--- src/rtl/qpsk_src_pkg.sv ---
package qpsk_src_pkg;

  localparam int unsigned LFSR_W = 16;
  localparam logic [LFSR_W-1:0] LFSR_SEED = '1;
  // feedback positions 16,14,13,11 -> bits 15,13,12,10
  localparam logic [LFSR_W-1:0] LFSR_TAPS = 16'hB400;

  localparam int unsigned BITS_PER_SYM = 2;
  localparam int unsigned Q_W     = 12;
  localparam int unsigned FRAC_W  = 11;
  localparam int unsigned FIELD_W = 16;
  localparam int unsigned WORD_W  = 2 * FIELD_W;
  localparam int unsigned FRAME_LEN = 64;

  localparam int Q_MAX = (1 << (Q_W - 1)) - 1;
  localparam int Q_MIN = -(1 << (Q_W - 1));

  // nearest-integer square root
  function automatic int isqrt_round(input int v);
    int a;
    int t;
    a = 0;
    for (int b = 15; b >= 0; b--) begin
      t = a | (1 << b);
      if (t * t <= v) a = t;
    end
    if (v - a * a > a) a = a + 1;
    return a;
  endfunction

  function automatic int clamp_q(input int v);
    if (v > Q_MAX) return Q_MAX;
    if (v < Q_MIN) return Q_MIN;
    return v;
  endfunction

  // (2^FRAC)^2 / 2 under the root gives 2^FRAC / sqrt(2)
  localparam int AMP = clamp_q(isqrt_round(1 << (2 * FRAC_W - 1)));

  typedef struct packed {
    logic signed [FIELD_W-1:0] im;
    logic signed [FIELD_W-1:0] re;
  } cplx_word_t;

endpackage

--- src/rtl/prbs_lfsr.sv ---
module prbs_lfsr #(
  parameter int unsigned       W     = 16,
  parameter logic [W-1:0]      TAPS  = 16'hB400,
  parameter logic [W-1:0]      SEED  = '1,
  parameter int unsigned       STEPS = 2
) (
  input  logic             clk_i,
  input  logic             rst_ni,
  input  logic             adv_i,
  output logic [STEPS-1:0] bits_o
);

  logic [W-1:0] state_q;
  logic [W-1:0] stage [STEPS+1];

  assign stage[0] = state_q;

  for (genvar g = 0; g < STEPS; g++) begin : g_step
    logic fb;
    assign fb            = ^(stage[g] & TAPS);
    assign stage[g+1]    = {stage[g][W-2:0], fb};
    assign bits_o[g]     = fb;
  end

  always_ff @(posedge clk_i or negedge rst_ni) begin
    if (!rst_ni)    state_q <= SEED;
    else if (adv_i) state_q <= stage[STEPS];
  end

endmodule

--- src/rtl/qpsk_mapper.sv ---
module qpsk_mapper
  import qpsk_src_pkg::*;
(
  input  logic [BITS_PER_SYM-1:0] bits_i,
  output cplx_word_t              word_o
);

  localparam logic signed [FIELD_W-1:0] POS = FIELD_W'(AMP);
  localparam logic signed [FIELD_W-1:0] NEG = -POS;

  // earlier bit -> real sign, later bit -> imaginary sign; 1 means negative
  always_comb begin
    word_o.re = bits_i[0] ? NEG : POS;
    word_o.im = bits_i[1] ? NEG : POS;
  end

endmodule

--- src/rtl/frame_ctr.sv ---
module frame_ctr #(
  parameter int unsigned LEN = 64
) (
  input  logic clk_i,
  input  logic rst_ni,
  input  logic step_i,
  output logic wrap_o
);

  localparam int unsigned CNT_W = (LEN > 1) ? $clog2(LEN) : 1;
  localparam logic [CNT_W-1:0] CNT_LAST = CNT_W'(LEN - 1);

  logic [CNT_W-1:0] cnt_q;

  assign wrap_o = (cnt_q == CNT_LAST);

  always_ff @(posedge clk_i or negedge rst_ni) begin
    if (!rst_ni)     cnt_q <= '0;
    else if (step_i) cnt_q <= wrap_o ? '0 : cnt_q + 1'b1;
  end

endmodule

--- src/rtl/qpsk_prbs_src.sv ---
module qpsk_prbs_src
  import qpsk_src_pkg::*;
(
  input  logic              clk_i,
  input  logic              rst_ni,
  input  logic              en_i,
  input  logic              ready_i,
  output logic              valid_o,
  output logic [WORD_W-1:0] data_o,
  output logic              last_o
);

  logic [BITS_PER_SYM-1:0] sym_bits;
  cplx_word_t              sym_word;
  logic                    frame_wrap;
  logic                    load;
  logic                    take;

  logic              valid_q;
  logic [WORD_W-1:0] data_q;
  logic              last_q;

  // output stage refills when empty or when its symbol leaves
  assign load = !valid_q || ready_i;
  assign take = load && en_i;

  prbs_lfsr #(
    .W    (LFSR_W),
    .TAPS (LFSR_TAPS),
    .SEED (LFSR_SEED),
    .STEPS(BITS_PER_SYM)
  ) u_lfsr (
    .clk_i (clk_i),
    .rst_ni(rst_ni),
    .adv_i (take),
    .bits_o(sym_bits)
  );

  qpsk_mapper u_map (
    .bits_i(sym_bits),
    .word_o(sym_word)
  );

  frame_ctr #(
    .LEN(FRAME_LEN)
  ) u_frame (
    .clk_i (clk_i),
    .rst_ni(rst_ni),
    .step_i(take),
    .wrap_o(frame_wrap)
  );

  always_ff @(posedge clk_i or negedge rst_ni) begin
    if (!rst_ni) begin
      valid_q <= 1'b0;
      data_q  <= '0;
      last_q  <= 1'b0;
    end else if (load) begin
      valid_q <= en_i;
      if (en_i) begin
        data_q <= sym_word;
        last_q <= frame_wrap;
      end
    end
  end

  assign valid_o = valid_q;
  assign data_o  = data_q;
  assign last_o  = last_q;

endmodule

--- config.mk ---
export PLATFORM = sky130hd
export DESIGN_NAME = qpsk_prbs_src
export DESIGN_NICKNAME = d
export VERILOG_FILES = /design/src/rtl/qpsk_src_pkg.sv /design/src/rtl/prbs_lfsr.sv /design/src/rtl/qpsk_mapper.sv /design/src/rtl/frame_ctr.sv /design/src/rtl/qpsk_prbs_src.sv
export SDC_FILE = /design/constraint.sdc
export NUM_CORES = 1
export LEC_CHECK = 0
export ABC_AREA = 1
export BUFFER_PORTS_ARGS = -buffer_cell sky130_fd_sc_hd__buf_2
export CAP_MARGIN = 20
export CORE_MARGIN = 1
export CORE_UTILIZATION = 55
export DETAILED_ROUTE_END_ITERATION = 7
export GPL_ROUTABILITY_DRIVEN = 0
export PLACE_DENSITY = 0.82
export SETUP_SLACK_MARGIN = 0.4
export SYNTH_ARGS = -nofsm -noshare
export SYNTH_HDL_FRONTEND = slang
export SYNTH_SLANG_ARGS = --single-unit
--- constraint.sdc ---
create_clock -name clk_i -period 2.8 [get_ports clk_i]
set_clock_uncertainty 0.15 [all_clocks]
set_input_delay 0.14 -clock clk_i [delete_from_list [all_inputs] [get_ports clk_i]]
set_output_delay 0.14 -clock clk_i [all_outputs]
set_load 0.01 [all_outputs]
==> impl_metrics.prom <==
# TYPE chip_impl_metric gauge
chip_impl_metric{name="num_antenna_cells",unit=""} 0
chip_impl_metric{name="worst_ir_drop_vdd",unit="uV"} 772
chip_impl_metric{name="fp.dieArea",unit="um^2"} 3000
chip_impl_metric{name="synthesized_area",unit="um^2"} 1530
chip_impl_metric{name="overflow",unit=""} 0
chip_impl_info{name="layout_common_cells",value="64 x sky130_fd_sc_hd__nand2_1, 31 x sky130_fd_sc_hd__buf_2, 16 x sky130_fd_sc_hd__dfstp_2"} 1
chip_impl_info{name="timing.hold.worst_endpoint",value="valid_o$_DFFE_PN0P_"} 1
chip_impl_metric{name="drc",unit=""} 0
chip_impl_metric{name="drt-wirelength-per-cell",unit="um"} 10.7
chip_impl_metric{name="detailed_routed_wire_length_on_met2",unit="mm"} 1.08
chip_impl_metric{name="synthAdderAreaFrac",unit="%"} 0.817
chip_impl_metric{name="max_stage_delay",unit="ps"} 520
chip_impl_metric{name="worst-path-max-fanout",unit=""} 27
chip_impl_info{name="hold_path.startpoint",value="en_i"} 1
chip_impl_metric{name="clock_transition_time_at_the_flip_flop_clock_pins_of_the_worst_setup_and_hold_paths",unit="ps"} 90
chip_impl_metric{name="place.detailed.hpwl",unit="mm"} 1.59
chip_impl_metric{name="fp-row-count",unit=""} 18
chip_impl_metric{name="dp_slack",unit="ps"} 1350
chip_impl_info{name="hp-class",value="input port to register"} 1
chip_impl_metric{name="post_cts_buffers",unit=""} 0
chip_impl_metric{name="drive_gt1_share",unit="%"} 33.7
chip_impl_metric{name="postSynthRegisterBits",unit=""} 29
chip_impl_info{name="cp_cell_sequence",value="dlygate4sd3_1, buf_2, inv_1, nand2_2, nand2_4, inv_4, nand3_2, inv_1, a21oi_1"} 1
chip_impl_metric{name="io_buffers",unit=""} 31
chip_impl_metric{name="timing_hold_violations_final",unit=""} 0
chip_impl_metric{name="fmaxAchievable",unit="MHz"} 671
chip_impl_metric{name="p_leak",unit="uW"} 0.000837
chip_impl_metric{name="clockBufferDepth",unit=""} 2
chip_impl_metric{name="synth-compound-area-share",unit="%"} 3.76
chip_impl_metric{name="setup-violations-final",unit=""} 0
chip_impl_metric{name="viasPerCell",unit=""} 4.81
chip_impl_metric{name="critical_path_required",unit="ps"} 2870
chip_impl_metric{name="final_max_slew_viol_count",unit=""} 0
chip_impl_metric{name="synth-seq-area-share",unit="%"} 48.7
chip_impl_metric{name="grt_max_degree",unit=""} 30
chip_impl_metric{name="cts-buffers-inserted",unit=""} 5
chip_impl_info{name="worst_path_most_repeated_cell",value="sky130_fd_sc_hd__inv_1"} 1
chip_impl_metric{name="initialDrtViolationCount",unit=""} 9
chip_impl_metric{name="drv_cap",unit=""} 0
chip_impl_metric{name="post_synth_cell_types",unit=""} 23
chip_impl_info{name="grt_setup_unrepaired",value="no"} 1
chip_impl_info{name="critPathLaunchType",value="input port"} 1
chip_impl_info{name="critical-path-slowest-cell",value="sky130_fd_sc_hd__dlygate4sd3_1"} 1
chip_impl_info{name="worstSetupPathType",value="input port to register"} 1
chip_impl_info{name="cts_tree",value="yes"} 1
chip_impl_metric{name="netlist_instances",unit=""} 170
chip_impl_metric{name="number_of_global_route_vias_before_repair",unit=""} 903
chip_impl_metric{name="cp.arrival",unit="ps"} 1560
chip_impl_metric{name="hold-path-cell-count",unit=""} 3
chip_impl_metric{name="post-route-period-util",unit="%"} 53.2
chip_impl_metric{name="fillers",unit=""} 213
chip_impl_metric{name="final.min_clock_period",unit="ps"} 1490
chip_impl_metric{name="route.antenna.remaining_nets",unit=""} 0
chip_impl_metric{name="muxShareOfSynthArea",unit="%"} 0
chip_impl_metric{name="worst_slack",unit="ps"} 1310
chip_impl_metric{name="io-pin-count",unit=""} 38
chip_impl_info{name="r2r_start",value="valid_o$_DFFE_PN0P_"} 1
chip_impl_info{name="layout_commonest_cell",value="sky130_fd_sc_hd__nand2_1"} 1
chip_impl_metric{name="wl_met3",unit="um"} 158
chip_impl_metric{name="postRouteWirelength",unit="mm"} 2.30
chip_impl_metric{name="grt_util_all_layers",unit="%"} 18.2
chip_impl_metric{name="die_h",unit="um"} 54.8
chip_impl_metric{name="totalPowerFinal",unit="uW"} 1590
chip_impl_metric{name="reg2regPathDepth",unit=""} 6
chip_impl_metric{name="nets",unit=""} 188
chip_impl_metric{name="yosys.area_share.xor_xnor",unit="%"} 5.72
chip_impl_metric{name="wl_met1",unit="mm"} 1.02
chip_impl_metric{name="postSynthAreaPerCell",unit="um^2"} 9.01
chip_impl_metric{name="synth-simple-area-share",unit="%"} 21.0
chip_impl_metric{name="antenna_violations_before_repair",unit=""} 0
chip_impl_metric{name="drt_pre_antenna_iters",unit=""} 4
chip_impl_metric{name="num_vias",unit=""} 1030
chip_impl_metric{name="clkLatencyLatePin",unit="ps"} 330
chip_impl_info{name="clk_root_buffer_cell",value="sky130_fd_sc_hd__clkbuf_4"} 1
chip_impl_metric{name="grt_pass1_wl",unit="mm"} 3.68
chip_impl_metric{name="yosys_warnings",unit=""} 0
chip_impl_metric{name="power-per-cell-area",unit="nW/um^2"} 1010
chip_impl_metric{name="timing.reg2reg.setup_slack",unit="ps"} 1360
chip_impl_metric{name="clock_sinks",unit=""} 29
chip_impl_metric{name="clock_tree.htree_level_count",unit=""} 2
chip_impl_info{name="timing.critical_path.to_type",value="register"} 1
chip_impl_metric{name="flow.area_growth_from_synthesis",unit="%"} 2.04
chip_impl_metric{name="core_area",unit="um^2"} 2540
chip_impl_metric{name="fin_setup_tns",unit="ps"} 0
chip_impl_metric{name="timing_worst_slew_pin_value",unit="ps"} 613
chip_impl_info{name="top_layer_used",value="met4"} 1
chip_impl_metric{name="finalHoldWorstSlack",unit="ps"} 73.9
chip_impl_metric{name="rel_slew_slack",unit="%"} 59.1
chip_impl_metric{name="initial_core_util",unit="%"} 60.2
chip_impl_info{name="synth_top_family_by_area",value="simple AND/OR/NAND/NOR gates"} 1
chip_impl_info{name="regToRegEndpoint",value="u_frame.cnt_q[3]$_DFFE_PN0P_"} 1
chip_impl_info{name="outcome",value="finished, final reports clean"} 1
chip_impl_metric{name="dieWidth",unit="um"} 54.8
==> where the power goes <==
group / leakage (uW) / switching, uW / internal, uW
registers: 0.000324 / 134 / 625
logic: 0.000480 / 321 / 244
clock network: 0.0000326 / 138 / 124
==> Yosys cell counts <==
cell type	instances	share of area (%)
sky130_fd_sc_hd__nand2_1	64	16
sky130_fd_sc_hd__buf_4	28	14
sky130_fd_sc_hd__dfstp_2	16	27
sky130_fd_sc_hd__dfrtp_1	13	21
sky130_fd_sc_hd__inv_1	10	2.5
sky130_fd_sc_hd__xnor2_1	5	2.9
sky130_fd_sc_hd__xor2_1	5	2.9
sky130_fd_sc_hd__o21ai_0	4	1.3
sky130_fd_sc_hd__buf_6	3	2.2
sky130_fd_sc_hd__nand3_2	3	2.0
sky130_fd_sc_hd__nor2_1	3	0.74
sky130_fd_sc_hd__a21oi_1	2	0.65
sky130_fd_sc_hd__nand3_1	2	0.65
sky130_fd_sc_hd__o21ai_1	2	0.65
sky130_fd_sc_hd__o21ai_2	2	1.1
sky130_fd_sc_hd__buf_8	1	0.98
sky130_fd_sc_hd__conb_1	1	0.24
sky130_fd_sc_hd__ha_1	1	0.82
sky130_fd_sc_hd__inv_4	1	0.41
sky130_fd_sc_hd__nand2_2	1	0.41
sky130_fd_sc_hd__nand2_4	1	0.74
sky130_fd_sc_hd__nor2_2	1	0.41
sky130_fd_sc_hd__or2_1	1	0.41
==> critical path, delay by kind of cell <==
kind	cells	cell delay, ps
and+or+nand+nor	3	370
AOI/OAI and AO/OA	1	40
buffers and inverters	5	1000
==> cell type report <==
type / count / area [um^2] / area share [%]
clock buffer: 8 / 58.8 / 3.76
inverter: 11 / 43.8 / 2.80
multi-input combinational: 103 / 502 / 32.1
sequential: 29 / 746 / 47.7
tap: 30 / 37.5 / 2.40
timing repair buffer: 33 / 175 / 11.2
==> flip-flops by register name, indices dropped and copies added, names as in the netlist <==
register	cells
data_o	5
valid_o	1
u_frame.cnt_q	6
last_o	1
u_lfsr.state_q	16
==> per-layer routing <==
layer | track usage [%] | vias to the layer above
li1 | - | 515
met1 | 21.6 | 468
met2 | 27.9 | 42
met3 | 5.83 | 5
met4 | 12.4 | 0
met5 | 0 | -
==> timing repair <==
action,CTS,global route
endpoints found under the hold margin,14,0
resized for setup,0,0
hold buffers,2,0
==> logic make-up after synthesis <==
logic type / after synthesis
flops: 29
buf+inv: 43
compound gates: 10
other cells: 1
simple gates: 76
fa+ha+maj: 1
xor+xnor: 10
==> metrics by stage <==
stage	cell area (um^2)	instances	utilization (%)
after global routing	1560	214	61.4
final	1560	214	61.4
after CTS	1560	214	61.4
after global placement	1480	204	58.3
after detailed placement	1480	204	58.3
after floorplan	1550	175	-
==> worst max-delay path by stage <==
stage	to	start	depth (start not counted)	slack (ps)
6_report	u_frame.cnt_q[3]$_DFFE_PN0P_	ready_i	9	1310
5_1_grt	u_frame.cnt_q[3]$_DFFE_PN0P_	ready_i	9	1190
4_1_cts	u_frame.cnt_q[3]$_DFFE_PN0P_	ready_i	9	1310
3_5_place_dp	u_frame.cnt_q[3]$_DFFE_PN0P_	valid_o$_DFFE_PN0P_	6	1350
3_3_place_gp	u_frame.cnt_q[2]$_DFFE_PN0P_	valid_o$_DFFE_PN0P_	5	1420
2_1_floorplan	data_o[15]$_DFFE_PN0P_	u_lfsr.state_q[12]$_DFFE_PN1P_	6	1600
Note: power is estimated with default switching activity, not from simulation.
